==> config.mk <==
export PLATFORM = sky130hd
export DESIGN_NAME = capture_timer
export DESIGN_NICKNAME = d
export VERILOG_FILES = /design/src/rtl/cap_tmr_pkg.sv /design/src/rtl/ct_sync_edge.sv /design/src/rtl/ct_prescaler.sv /design/src/rtl/capture_timer.sv
export SDC_FILE = /design/constraint.sdc
export NUM_CORES = 1
export LEC_CHECK = 0
export BUFFER_PORTS_ARGS = -buffer_cell sky130_fd_sc_hd__clkbuf_2
export CAP_MARGIN = 10
export CORE_UTILIZATION = 34
export DETAILED_ROUTE_END_ITERATION = 10
export GPL_TIMING_DRIVEN = 0
export PLACE_DENSITY = 0.47
export SYNTH_ARGS = -nofsm -noshare
export SYNTH_HDL_FRONTEND = slang
export SYNTH_SLANG_ARGS = --single-unit
export TNS_END_PERCENT = 20
==> constraint.sdc <==
create_clock -name clk -period 5.28 [get_ports clk]
set_input_delay 0.528 -clock clk [delete_from_list [all_inputs] [get_ports clk]]
set_output_delay 0.528 -clock clk [all_outputs]
set_load 0.02 [all_outputs]
==> src/rtl/cap_tmr_pkg.sv <==
package cap_tmr_pkg;
    typedef enum logic [1:0] {
        MODE_DUAL8   = 2'd0,
        MODE_TMR_EVT = 2'd1,
        MODE_TMR16   = 2'd2,
        MODE_EVT16   = 2'd3
    } tmr_mode_e;

    localparam int unsigned ADDR_W = 3;
    localparam logic [ADDR_W-1:0] A_MODE   = 3'd0;
    localparam logic [ADDR_W-1:0] A_RELOAD = 3'd1;
    localparam logic [ADDR_W-1:0] A_LOMAT  = 3'd2;
    localparam logic [ADDR_W-1:0] A_HIMAT  = 3'd3;
    localparam logic [ADDR_W-1:0] A_CLRFLG = 3'd4;
endpackage

==> src/rtl/ct_sync_edge.sv <==
module ct_sync_edge #(
    parameter int STAGES = 2
) (
    input  logic clk,
    input  logic rst_n,
    input  logic din,
    output logic rise
);
    logic [STAGES:0] sh_q;

    always_ff @(posedge clk or negedge rst_n) begin
        if (!rst_n) sh_q <= '0;
        else        sh_q <= {sh_q[STAGES-1:0], din};
    end

    assign rise = sh_q[STAGES-1] & ~sh_q[STAGES];

    // a detected edge lasts a single cycle
    a_r10_single_pulse: assert property (@(posedge clk) disable iff (!rst_n)
        rise |=> !rise);
endmodule

==> src/rtl/ct_prescaler.sv <==
module ct_prescaler #(
    parameter int PRE_W = 8
) (
    input  logic             clk,
    input  logic             rst_n,
    input  logic             clr,
    input  logic             tick,
    input  logic [PRE_W-1:0] reload,
    output logic             adv
);
    logic [PRE_W-1:0] cnt_q;

    assign adv = tick && (cnt_q == reload);

    always_ff @(posedge clk or negedge rst_n) begin
        if (!rst_n)    cnt_q <= '0;
        else if (clr)  cnt_q <= '0;
        else if (tick) cnt_q <= adv ? '0 : cnt_q + 1'b1;
    end

    // count is frozen while tick is low
    a_r3_hold_no_tick: assert property (@(posedge clk) disable iff (!rst_n)
        (!tick && !clr) |=> $stable(cnt_q));
    // clear empties the prescaler
    a_r12_pre_clear: assert property (@(posedge clk) disable iff (!rst_n)
        clr |=> (cnt_q == '0));
endmodule

==> src/rtl/capture_timer.sv <==
module capture_timer
    import cap_tmr_pkg::*;
#(
    parameter int HALF_W      = 8,
    parameter int PRE_W       = 8,
    parameter int SYNC_STAGES = 2,
    parameter int DW          = (HALF_W > PRE_W) ? HALF_W : PRE_W
) (
    input  logic              clk,
    input  logic              rst_n,
    input  logic              tick,
    input  logic              ev_in,
    input  logic              cap_in,
    input  logic              wr_en,
    input  logic [ADDR_W-1:0] wr_addr,
    input  logic [DW-1:0]     wr_data,
    output logic              lo_hit,
    output logic              hi_hit,
    output logic [HALF_W-1:0] cap_lo,
    output logic [HALF_W-1:0] cap_hi
);
    localparam int FULL_W = 2 * HALF_W;
    localparam int N_PRE  = 2;

    tmr_mode_e         mode_q;
    logic [PRE_W-1:0]  reload_q;
    logic [HALF_W-1:0] lo_match_q, hi_match_q;
    logic [HALF_W-1:0] lo_cnt, hi_cnt, lo_nxt, hi_nxt;
    logic [HALF_W-1:0] cap_lo_q, cap_hi_q;
    logic              lo_hit_q, hi_hit_q;
    logic              lo_set, hi_set, lo_adv, hi_adv, wide;
    logic              ev_pulse, cap_pulse;
    logic [N_PRE-1:0]  pre_adv;

    logic mode_wr, clr_wr;
    assign mode_wr = wr_en && (wr_addr == A_MODE);
    assign clr_wr  = wr_en && (wr_addr == A_CLRFLG);

    ct_sync_edge #(.STAGES(SYNC_STAGES)) u_ev_sync (
        .clk(clk), .rst_n(rst_n), .din(ev_in), .rise(ev_pulse));
    ct_sync_edge #(.STAGES(SYNC_STAGES)) u_cap_sync (
        .clk(clk), .rst_n(rst_n), .din(cap_in), .rise(cap_pulse));

    for (genvar g = 0; g < N_PRE; g++) begin : g_pre
        ct_prescaler #(.PRE_W(PRE_W)) u_pre (
            .clk(clk), .rst_n(rst_n), .clr(mode_wr), .tick(tick),
            .reload(reload_q), .adv(pre_adv[g]));
    end

    // configuration registers; the mode register is the block state
    always_ff @(posedge clk or negedge rst_n) begin
        if (!rst_n) begin
            mode_q     <= MODE_DUAL8;
            reload_q   <= '0;
            lo_match_q <= '1;
            hi_match_q <= '1;
        end else if (wr_en) begin
            unique case (wr_addr)
                A_MODE:   mode_q     <= tmr_mode_e'(wr_data[1:0]);
                A_RELOAD: reload_q   <= wr_data[PRE_W-1:0];
                A_LOMAT:  lo_match_q <= wr_data[HALF_W-1:0];
                A_HIMAT:  hi_match_q <= wr_data[HALF_W-1:0];
                default:  ;
            endcase
        end
    end

    // advance sources per mode
    always_comb begin
        lo_adv = 1'b0;
        hi_adv = 1'b0;
        wide   = 1'b0;
        unique case (mode_q)
            MODE_DUAL8:   begin lo_adv = pre_adv[0]; hi_adv = pre_adv[1]; end
            MODE_TMR_EVT: begin lo_adv = pre_adv[0]; hi_adv = ev_pulse;   end
            MODE_TMR16:   begin lo_adv = pre_adv[0]; wide = 1'b1;         end
            MODE_EVT16:   begin lo_adv = ev_pulse;   wide = 1'b1;         end
        endcase
    end

    // counter next-state and match detection
    always_comb begin
        lo_nxt = lo_cnt;
        hi_nxt = hi_cnt;
        lo_set = 1'b0;
        hi_set = 1'b0;
        if (wide) begin
            if (lo_adv) begin
                if ({hi_cnt, lo_cnt} == {hi_match_q, lo_match_q}) begin
                    {hi_nxt, lo_nxt} = '0;
                    hi_set = 1'b1;
                end else begin
                    {hi_nxt, lo_nxt} = {hi_cnt, lo_cnt} + FULL_W'(1);
                end
            end
        end else begin
            if (lo_adv) begin
                if (lo_cnt == lo_match_q) begin lo_nxt = '0; lo_set = 1'b1; end
                else                            lo_nxt = lo_cnt + 1'b1;
            end
            if (hi_adv) begin
                if (hi_cnt == hi_match_q) begin hi_nxt = '0; hi_set = 1'b1; end
                else                            hi_nxt = hi_cnt + 1'b1;
            end
        end
    end

    // state-holding outputs: counters, flags, captures
    always_ff @(posedge clk or negedge rst_n) begin
        if (!rst_n) begin
            lo_cnt   <= '0;
            hi_cnt   <= '0;
            lo_hit_q <= 1'b0;
            hi_hit_q <= 1'b0;
            cap_lo_q <= '0;
            cap_hi_q <= '0;
        end else begin
            if (mode_wr) begin
                lo_cnt <= '0;
                hi_cnt <= '0;
            end else begin
                lo_cnt <= lo_nxt;
                hi_cnt <= hi_nxt;
            end
            lo_hit_q <= (lo_set && !mode_wr) | (lo_hit_q & ~(clr_wr & wr_data[0]));
            hi_hit_q <= (hi_set && !mode_wr) | (hi_hit_q & ~(clr_wr & wr_data[1]));
            if (cap_pulse) begin
                cap_lo_q <= lo_cnt;
                cap_hi_q <= hi_cnt;
            end
        end
    end

    assign lo_hit = lo_hit_q;
    assign hi_hit = hi_hit_q;
    assign cap_lo = cap_lo_q;
    assign cap_hi = cap_hi_q;

    // a set flag survives unless its clear bit is written
    a_r9_lo_sticky: assert property (@(posedge clk) disable iff (!rst_n)
        (lo_hit_q && !(clr_wr && wr_data[0])) |=> lo_hit_q);
    a_r9_hi_sticky: assert property (@(posedge clk) disable iff (!rst_n)
        (hi_hit_q && !(clr_wr && wr_data[1])) |=> hi_hit_q);
    // wide modes never raise the low flag
    a_r8_wide_no_lo: assert property (@(posedge clk) disable iff (!rst_n)
        (wide && !lo_hit_q) |=> !lo_hit_q);
    // mode write leaves both counters at zero
    a_r12_mode_zero: assert property (@(posedge clk) disable iff (!rst_n)
        mode_wr |=> (lo_cnt == '0 && hi_cnt == '0));
    // captures only move on a capture edge
    a_r11_cap_hold: assert property (@(posedge clk) disable iff (!rst_n)
        !cap_pulse |=> ($stable(cap_lo_q) && $stable(cap_hi_q)));
    // event counter idle without an event
    a_r7_evt_idle: assert property (@(posedge clk) disable iff (!rst_n)
        (mode_q == MODE_EVT16 && !ev_pulse && !mode_wr) |=> ($stable(lo_cnt) && $stable(hi_cnt)));
endmodule

## Yosys cells after proc, flatten, opt, wreduce, memory -nomap -nowiden

Index checks and enable logic that the tools add are counted.

| word-level totals | value |
|---|---|
| flip-flop bits (word level) | 82 |
| input port bits | 17 |
| output and inout port bits | 18 |
| logic and storage cells | 92 |

| cells by class | value |
|---|---|
| add/subtract/negate cells | 5 |
| eq/ne operators | 13 |
| muxes and demuxes | 29 |
| bitwise gates (word level) | 12 |
| reduce and logical (&&, ||, !) cells | 19 |

Operator list:

| kind | number |
|---|---|
| $mux 8 | 18 |
| $add 8x1->8 const B | 4 |
| $eq 8x8->1 | 4 |
| $add 16x1->16 const B | 1 |
| $eq 16x16->1 | 1 |
| $reduce_and 2->1 | 5 |
| $mux 1 | 9 |
| $and 1x1->1 | 6 |
| $eq 3x2->1 const B | 2 |
| $logic_and 1x1->1 | 6 |
| $eq 2x2->1 const B | 2 |
| $not 1->1 | 4 |
| $pmux 1 s2 | 2 |
| $reduce_bool 2->1 | 2 |
| $eq 3x1->1 const B | 1 |
| $eq 3x3->1 const B | 1 |
| $logic_not 3->1 | 1 |
| $ne 3x2->1 const B | 1 |
| $reduce_bool 3->1 | 1 |
| $reduce_or 3->1 | 1 |
| $eq 2x1->1 const B | 1 |
| $logic_not 2->1 | 1 |
| $or 1x1->1 | 2 |
| $reduce_or 2->1 | 1 |
| $logic_not 1->1 | 1 |

## Longest topological paths before layout

Gate-level depths: netlist of the first run.

| depth | value |
|---|---|
| word-level depth | 7 |
| mapped depth | 8 |
| mapped depth without buffers | 7 |

## Hierarchy

Synthesis of the first run repeated with hierarchy kept, for this count alone.

| unflattened totals | value |
|---|---|
| cells, all modules | 369 |
| area total of the unflattened synthesis | 4180.3 um^2 |

By module, submodules not included:

| module | times used | cells an instance | area an instance (um^2) |
|---|---|---|---|
| capture_timer | 1 | 258 | 2946.6 |
| ct_prescaler at g_pre[0].u_pre | 1 | 52 | 533.0 |
| ct_prescaler at g_pre[1].u_pre | 1 | 51 | 523.0 |
| ct_sync_edge | 2 | 4 | 88.8 |

## Worst setup path before layout of the first run

No wires, ideal clock.

| timing | value |
|---|---|
| path type | reg2reg |
| start | register mode_q[1] |
| end | register hi_cnt[7] |
| library setup time | 78 ps |
| arrival | 1751 ps |
| path slack | 3451 ps |
| stages on the path, launching flop included | 7 |
| path buffers | 1 |
| cells stage by stage | dfrtp_1 > buf_6 > or2_1 > o41ai_2 > nor2_1 > or4_1 > a21oi_1 |

| between the ends | value |
|---|---|
| longest elaborated chain between the ends | 5 |
| elaborated cells on any way between the ends | 14 |
| classes of those cells | eq/ne (4); mux (5); reduce/logical (5) |

RTL lines:

| element | RTL line | text |
|---|---|---|
| from (decl) | capture_timer.sv:25 | `tmr_mode_e mode_q;` |
| from (signal assigned) | capture_timer.sv:59 | `A_MODE: mode_q <= tmr_mode_e'(wr_data[1:0]);` |
| $eq 2x2->1 (tied with other cells) | capture_timer.sv:73 | `unique case (mode_q)` |
| $reduce_or 3->1 (no source line) or $reduce_or 2->1 (tied branches) | -- |  |
| $pmux 1 s2 or $mux 1 (tied branches) | capture_timer.sv:73 |  |
| $ne 3x2->1 (no source line) (tied with other cells) | -- |  |
| $reduce_and 2->1 (no source line) or $mux 8 (tied branches) | -- |  |
| to (signal assigned) | capture_timer.sv:123 | `hi_cnt <= hi_nxt;` |
| to (decl) | capture_timer.sv:28 | `logic [HALF_W-1:0] lo_cnt, hi_cnt, lo_nxt, hi_nxt;` |

Several ways; a longest one is shown, not always the timed one.
A chain may end at the register's enable or synchronous reset.

## Worst setup path in the final report of the first run

| timing | value |
|---|---|
| start | register reload_q[4] |
| end | register g_pre[0].u_pre.cnt_q[4] |

| between the ends | value |
|---|---|
| longest elaborated chain between the ends | 5 |

RTL lines:

| element | RTL line | text |
|---|---|---|
| from (decl) | capture_timer.sv:26 | `logic [PRE_W-1:0] reload_q;` |
| from (signal assigned) | capture_timer.sv:60 | `A_RELOAD: reload_q <= wr_data[PRE_W-1:0];` |
| $eq 8x8->1 | ct_prescaler.sv:13 | `assign adv = tick && (cnt_q == reload);` |
| $logic_and 1x1->1 | ct_prescaler.sv:13 |  |
| $mux 8 (2 in series) | ct_prescaler.sv:18 | `else if (tick) cnt_q <= adv ? '0 : cnt_q + 1'b1;` |
| $mux 8 | ct_prescaler.sv:17 | `else if (clr) cnt_q <= '0;` |
| to (signal assigned) | ct_prescaler.sv:18 |  |
| to (decl) | ct_prescaler.sv:11 | `logic [PRE_W-1:0] cnt_q;` |

Every way passes these cells. The select of a mux whose other input is x is not followed.

==> out/metrics.cfg, run 1 <==
[place]
gp_congestion=0.855
place_ws_ps=2700
io_buffers=34
dpl.hpwl_um=7900

[detailed_routing]
dr.pass1.iters=4
antenna_left=0
viasPerCell=5.09
wl_um=10700
drt-wirelength-per-cell_um=16.7
vias=3265
drt_iter0_drc=162
drc=0

[power]
vdd.ir_drop.worst_uv=147
leakagePower_uw=0.00213
total_power_uw=2150
cellPowerDensity_nw_per_um2=424

[logic_synthesis]
synth_top_area_cell=dfrtp_1
synth_edf_count=0
syn_inst=418
ys_warn_count=0
synth_top_area_share_pct=37.7
syn_area_sq_um=4380
synthFlopType=dfrtp_1
syn_area_per_cell_sq_um=10.5
ys_seq_elements=82
synthArstFlopShare_pct=100
yosysSeqAreaShare_pct=47.3
ys_types=52
synthTopCellsByArea=dfrtp_1 (38%), mux2_2 (10%), dfstp_2 (9.6%)
synth_nets=439

[finish]
diodes=0
fin_nets=485
multi_input_area_sq_um=2200
final_cell_mix=dfrtp_1 (66), mux2_2 (39), nand2_1 (36)
fillers=1271
layout-drive-gt1-share_pct=28.4
layout.area.seq_sq_um=2070
area_growth_pct=16.0
final_common_cell=dfrtp_1

[clock_tree]
root_buffer=clkbuf_16
cts_resized=0
clk_pin_slew_worst_paths_ps=60
post_cts_buffers=0
cts_max_level=3
postCtsHoldBufs=0
cts_made_buffers=9
cts_tree=yes
clock_latency_ps=350
clk_path_buf_depth=2
cts_sinks=82

[floorplanning]
die_h_um=115
ioPinCount=35
dieWidth_um=115
start_util_pct=34.8
rows=41
core_sq_um=12600
fp.dieArea_sq_um=13300

[outcome]
status=finished clean

[timing]
post-route-period-util_pct=43.7
relSlewSlack_pct=33.9
tightest_slew_ps=984
hold_ws_ps=158
report.final.hold_viol_count=0
tns_ps=0
rsz0062_at_grt=false
max_freq_mhz=434
slew_violations=0
period_minus_slack_ps=2310
setup_viol=0
fin_worst_skew_ps=4.60
setup_slack_ps=2970

[flow_run]
cap_viol_max_count=0

[setup_path]
critPathKind=reg2reg
cp.arrival_ps=2510
crit_path_end_kind=register
start_kind=register
cp_max_fo=10
required_ps=5480
rr_worst_depth=6

[worst_hold_path]
hold_class=in2async

[grt]
grt_max_degree=51
overflow=0
grt_pass1_vias=3236
grt_antenna_before_repair=0
grt_pass1_wl_um=17400
track_usage_pct=17.8

==> worst paths after layout <==
kind                                    from                       to  slack (ps)
setup / recovery                 reload_q[4]  g_pre[0].u_pre.cnt_q[4]        2970
hold / removal                         rst_n       u_cap_sync.sh_q[1]         160
setup reg to reg                 reload_q[4]  g_pre[0].u_pre.cnt_q[4]        2970
hold reg to reg            u_ev_sync.sh_q[0]        u_ev_sync.sh_q[1]         350
max in group asynchronous              rst_n            hi_match_q[4]        4440
min in group clk                       ev_in        u_ev_sync.sh_q[0]         280
==> per-layer routing <==
metal | track usage [%] | part of all wire (%) | routed length, um
met3 | 4.13 | 4.0 | 425
met2 | 26.1 | 44 | 4740
met4 | 7.97 | 2.3 | 248
met1 | 24.9 | 49 | 5270
met5 | 0 | 0 | 0
==> Yosys cell counts, types with 3 or more instances <==
master and instances:
a21o_1 4, a21oi_1 26, a31oi_1 3, and2_1 3, and3_1 15, buf_1 3
buf_2 6, clkbuf_1 10, dfrtp_1 66, dfstp_2 16, ha_1 4, inv_1 5
mux2_2 39, nand2_1 36, nand2b_1 5, nand3_1 11, nand3b_1 3, nand4_1 10
nor2_1 20, nor3_1 10, o21ai_0 26, o311ai_0 3, o31ai_1 5, or2_1 4
or3b_2 12, xnor2_1 33, xor2_1 8
==> kinds of logic (layout without fill, tap and decap cells) <==
kind of cell	count (synthesis)	count (layout)	share of synthesized area (%)
fa+ha+maj	4	4	1.14
compound gates	80	80	11.7
xor+xnor	41	41	8.20
flops	82	82	47.3
buf+inv	25	76	2.49
simple gates	145	145	18.7
mux	41	41	10.5
==> flip-flops by register name, summed over array words and instances (netlist names), 2 cells and up <==
name,flops
cap_hi,8
cap_lo,8
g_pre.u_pre.cnt_q,16
hi_cnt,8
hi_match_q,8
lo_cnt,8
lo_match_q,8
mode_q,2
reload_q,8
u_cap_sync.sh_q,3
u_ev_sync.sh_q,3
==> final cells by class <==
type	instances	share of cell area [%]
buffer	20	1.77
clock buffer	14	5.40
clock inverter	2	0.197
inverter	5	0.370
multi-input combinational	311	43.3
sequential	82	40.8
tap	172	4.24
timing repair buffer	35	3.94
==> worst max-delay path, stage by stage (launching register included) <==
cell and delay, ps:
dfrtp_1 430, xnor2_1 210, nand4_2 210, nor3_1 800, nand2b_1 300, or3b_2 150
a21oi_1 60
==> through the flow <==
step           std cells  utilization [%]  cell area [sq um]
2_1_floorplan        418                -               4380
3_3_place_gp         624             37.9               4760
3_5_place_dp         625             38.1               4790
4_1_cts              641             40.4               5080
5_1_grt              641             40.4               5080
6_report             641             40.4               5080
==> report_power, final <==
group / switching (uW) / total, uW / internal (uW)
Combinational: 330 / 613 / 283
Sequential: 148 / 939 / 791
Clock: 245 / 601 / 356
Total: 723 / 2150 / 1430
No activity file was read; power rests on OpenSTA's default activity.
==> inputs of run 2 (changes only) <==
--- a/config.mk
+++ b/config.mk
@@ -10,7 +10,7 @@
 export CORE_UTILIZATION = 34
 export DETAILED_ROUTE_END_ITERATION = 10
 export GPL_TIMING_DRIVEN = 0
-export PLACE_DENSITY = 0.47
+export PLACE_DENSITY = 0.49
 export SYNTH_ARGS = -nofsm -noshare
 export SYNTH_HDL_FRONTEND = slang
 export SYNTH_SLANG_ARGS = --single-unit
==> constraint.sdc (replaced) <==
create_clock -name clk -period 2.1 [get_ports clk]
set_input_delay 0.21 -clock clk [delete_from_list [all_inputs] [get_ports clk]]
set_output_delay 0.21 -clock clk [all_outputs]
set_load 0.02 [all_outputs]
==> run 2 against run 1 <==
Against the previous run: the flow now finishes with violations (negative setup slack); sequential power grew to 2.5 times the previous value; total power increased to 2.6 times the previous value; register-to-register slack worse by 3000 ps; wire length decreased by 0.98%; global-route usage fell by 0.26 points; combinational power increased to 2.6 times the previous value.
==> out/metrics.cfg, run 2 (same netlist as run 1, synthesis figures left out) <==
[grt]
grt_max_degree=45  ; -12%
overflow=0  ; unchanged
grt_pass1_wl_um=17300  ; -0.60%
grt_pass1_vias=3217  ; -0.59%
track_usage_pct=17.5  ; -0.26 points
grt_antenna_before_repair=0  ; unchanged

[floorplanning]
fp.dieArea_sq_um=13300  ; unchanged
die_h_um=115  ; unchanged
core_sq_um=12600  ; unchanged
rows=41  ; unchanged
ioPinCount=35  ; unchanged
dieWidth_um=115  ; unchanged
start_util_pct=34.8  ; unchanged

[timing]
report.final.hold_viol_count=0  ; unchanged
hold_ws_ps=140  ; -18.4 ps
fin_worst_skew_ps=4.14  ; -0.456 ps
tightest_slew_ps=706  ; -277 ps
post-route-period-util_pct=101  ; +58 points
setup_slack_ps=-28.5  ; -3000 ps
slew_violations=0  ; unchanged
rsz0062_at_grt=true
period_minus_slack_ps=2130  ; -177 ps
tns_ps=-28.5  ; -28.5 ps
setup_viol=1  ; +1
relSlewSlack_pct=52.7  ; +19 points
max_freq_mhz=470  ; +8.3%

[detailed_routing]
viasPerCell=5.05  ; -0.78%
antenna_left=0  ; unchanged
dr.pass1.iters=4  ; unchanged
wl_um=10600  ; -0.98%
drc=0  ; unchanged
vias=3275  ; +0.31%
drt-wirelength-per-cell_um=16.3  ; -2.1%
drt_iter0_drc=144  ; -11%

[setup_path]
critPathKind=reg2reg
rrSetupSlack_ps=-30  ; -3000 ps
required_ps=2370  ; -3110 ps
rr_worst_depth=6  ; unchanged
max_stage_delay_ps=490  ; -310 ps
cp_max_fo=8  ; -2
path_delay_family=simple AND/OR/NAND/NOR gates
timing.rr.start=reload_q[7]
start_kind=register
cp_slowest_cell=a2111oi_4
crit_path_end_kind=register
path_cells=xnor2_1, nand4_2, a2111oi_4, nor2_2, or3b_1, a21oi_1
cp.arrival_ps=2390  ; -120 ps
crit_path_end=lo_cnt[0]
path_buf_inv=0  ; unchanged
path_depth=6  ; unchanged
setup.worst_path.start=reload_q[7]
r2r-end=lo_cnt[0]

[outcome]
status=finished with violations
violations=negative setup slack

[finish]
largest_register=g_pre.u_pre.cnt_q
largest_reg_flops=16  ; unchanged
fin_nets=492  ; +1.4%
diodes=0  ; unchanged
area_growth_pct=18.4
final_common_cell=dfrtp_1
final_cell_mix=dfrtp_1 (65), mux2_2 (39), nand2_1 (36)
layout-drive-gt1-share_pct=30.3  ; +1.9 points

[power]
cellPowerDensity_nw_per_um2=1060  ; +150%
leakagePower_uw=0.00219  ; +3.0%
vdd.ir_drop.worst_uv=459  ; +210%

[clock_tree]
cts_made_buffers=9  ; unchanged
clk_pin_slew_worst_paths_ps=60  ; about the same
clock_latency_ps=350  ; about the same
cts_max_level=3  ; unchanged
cts_sinks=82  ; unchanged
clk_path_buf_depth=2  ; unchanged
cts_tree=yes
root_buffer=clkbuf_16

[place]
gp_congestion=0.851  ; -0.46%
io_buffers=34  ; unchanged
dpl.hpwl_um=7800  ; -1.3%

[worst_hold_path]
whs_path_depth=2
hold_class=in2reg

[flow_run]
cap_viol_max_count=0  ; unchanged

## run 2: layer usage
layer  part of all wire [%]  vias up  track usage (%)  wire (um)
met2                     45       52             25.3       4750
met1                     50     1602             25.1       5310
met5                      0        -                0          0
li1                       -     1608                -          -
met3                    2.9       13             3.56        303
met4                    2.0        0             8.14        214
## run 2: cell type report
| type | count | area [sq um] |
|---|---|---|
| Buffer | 20 | 93.8 |
| Clock buffer | 11 | 233 |
| Clock inverter | 5 | 55.1 |
| Fill cell | 1251 | 7390 |
| Inverter | 5 | 18.8 |
| Multi-Input combinational cell | 311 | 2230 |
| Sequential cell | 82 | 2070 |
| Tap cell | 172 | 215 |
| Timing Repair Buffer | 42 | 260 |
## run 2: repair_timing
item / in CTS / in global routing
pin swaps: 2 / 7
hold endpoints to repair: 35 / 0
gates cloned: 0 / 0
setup endpoints to repair: 19 / 30
hold buffers: 3 / 0
setup buffers: 0 / 4
resized for setup: 4 / 6
## run 2: worst min-delay path by stage
stage / slack, ps / end / start
5_1_grt: 140 / reload_q[3] / wr_data[3]
6_report: 140 / reload_q[3] / wr_data[3]
3_5_place_dp: 290 / g_pre[1].u_pre.cnt_q[4] / rst_n
3_3_place_gp: 320 / u_ev_sync.sh_q[0] / ev_in
4_1_cts: 130 / reload_q[6] / wr_data[6]
2_1_floorplan: -90 / cap_hi[0] / rst_n
## run 2: power breakdown
part / leakage (uW) / switching (uW) / total (uW) / internal [uW]
Clock: 0.000144 / 642 / 1560 / 920
Combinational: 0.00103 / 857 / 1580 / 728
Sequential: 0.00102 / 373 / 2360 / 1990
## run 2: worst register-to-register path, delay by kind of cell, from the launching register on
kind	cells	cell delay (ps)
xor gates and xnor gates	1	220
and+or+nand+nor	3	770
AOI/OAI and AO/OA	2	630
DFF	1	440
## run 2: through the flow
step                power (uW)  instances  setup WS, ps  utilization [%]  cell area (sq um)
finish                    5510        648         -28.5             41.2               5180
global route              5870        648          -142             41.2               5180
CTS                       5550        644         -37.3             40.8               5130
detailed placement        3950        625          -200             38.1               4790
global placement          3900        624          -200             37.9               4760
floorplan                 3460        418           271                -               4380
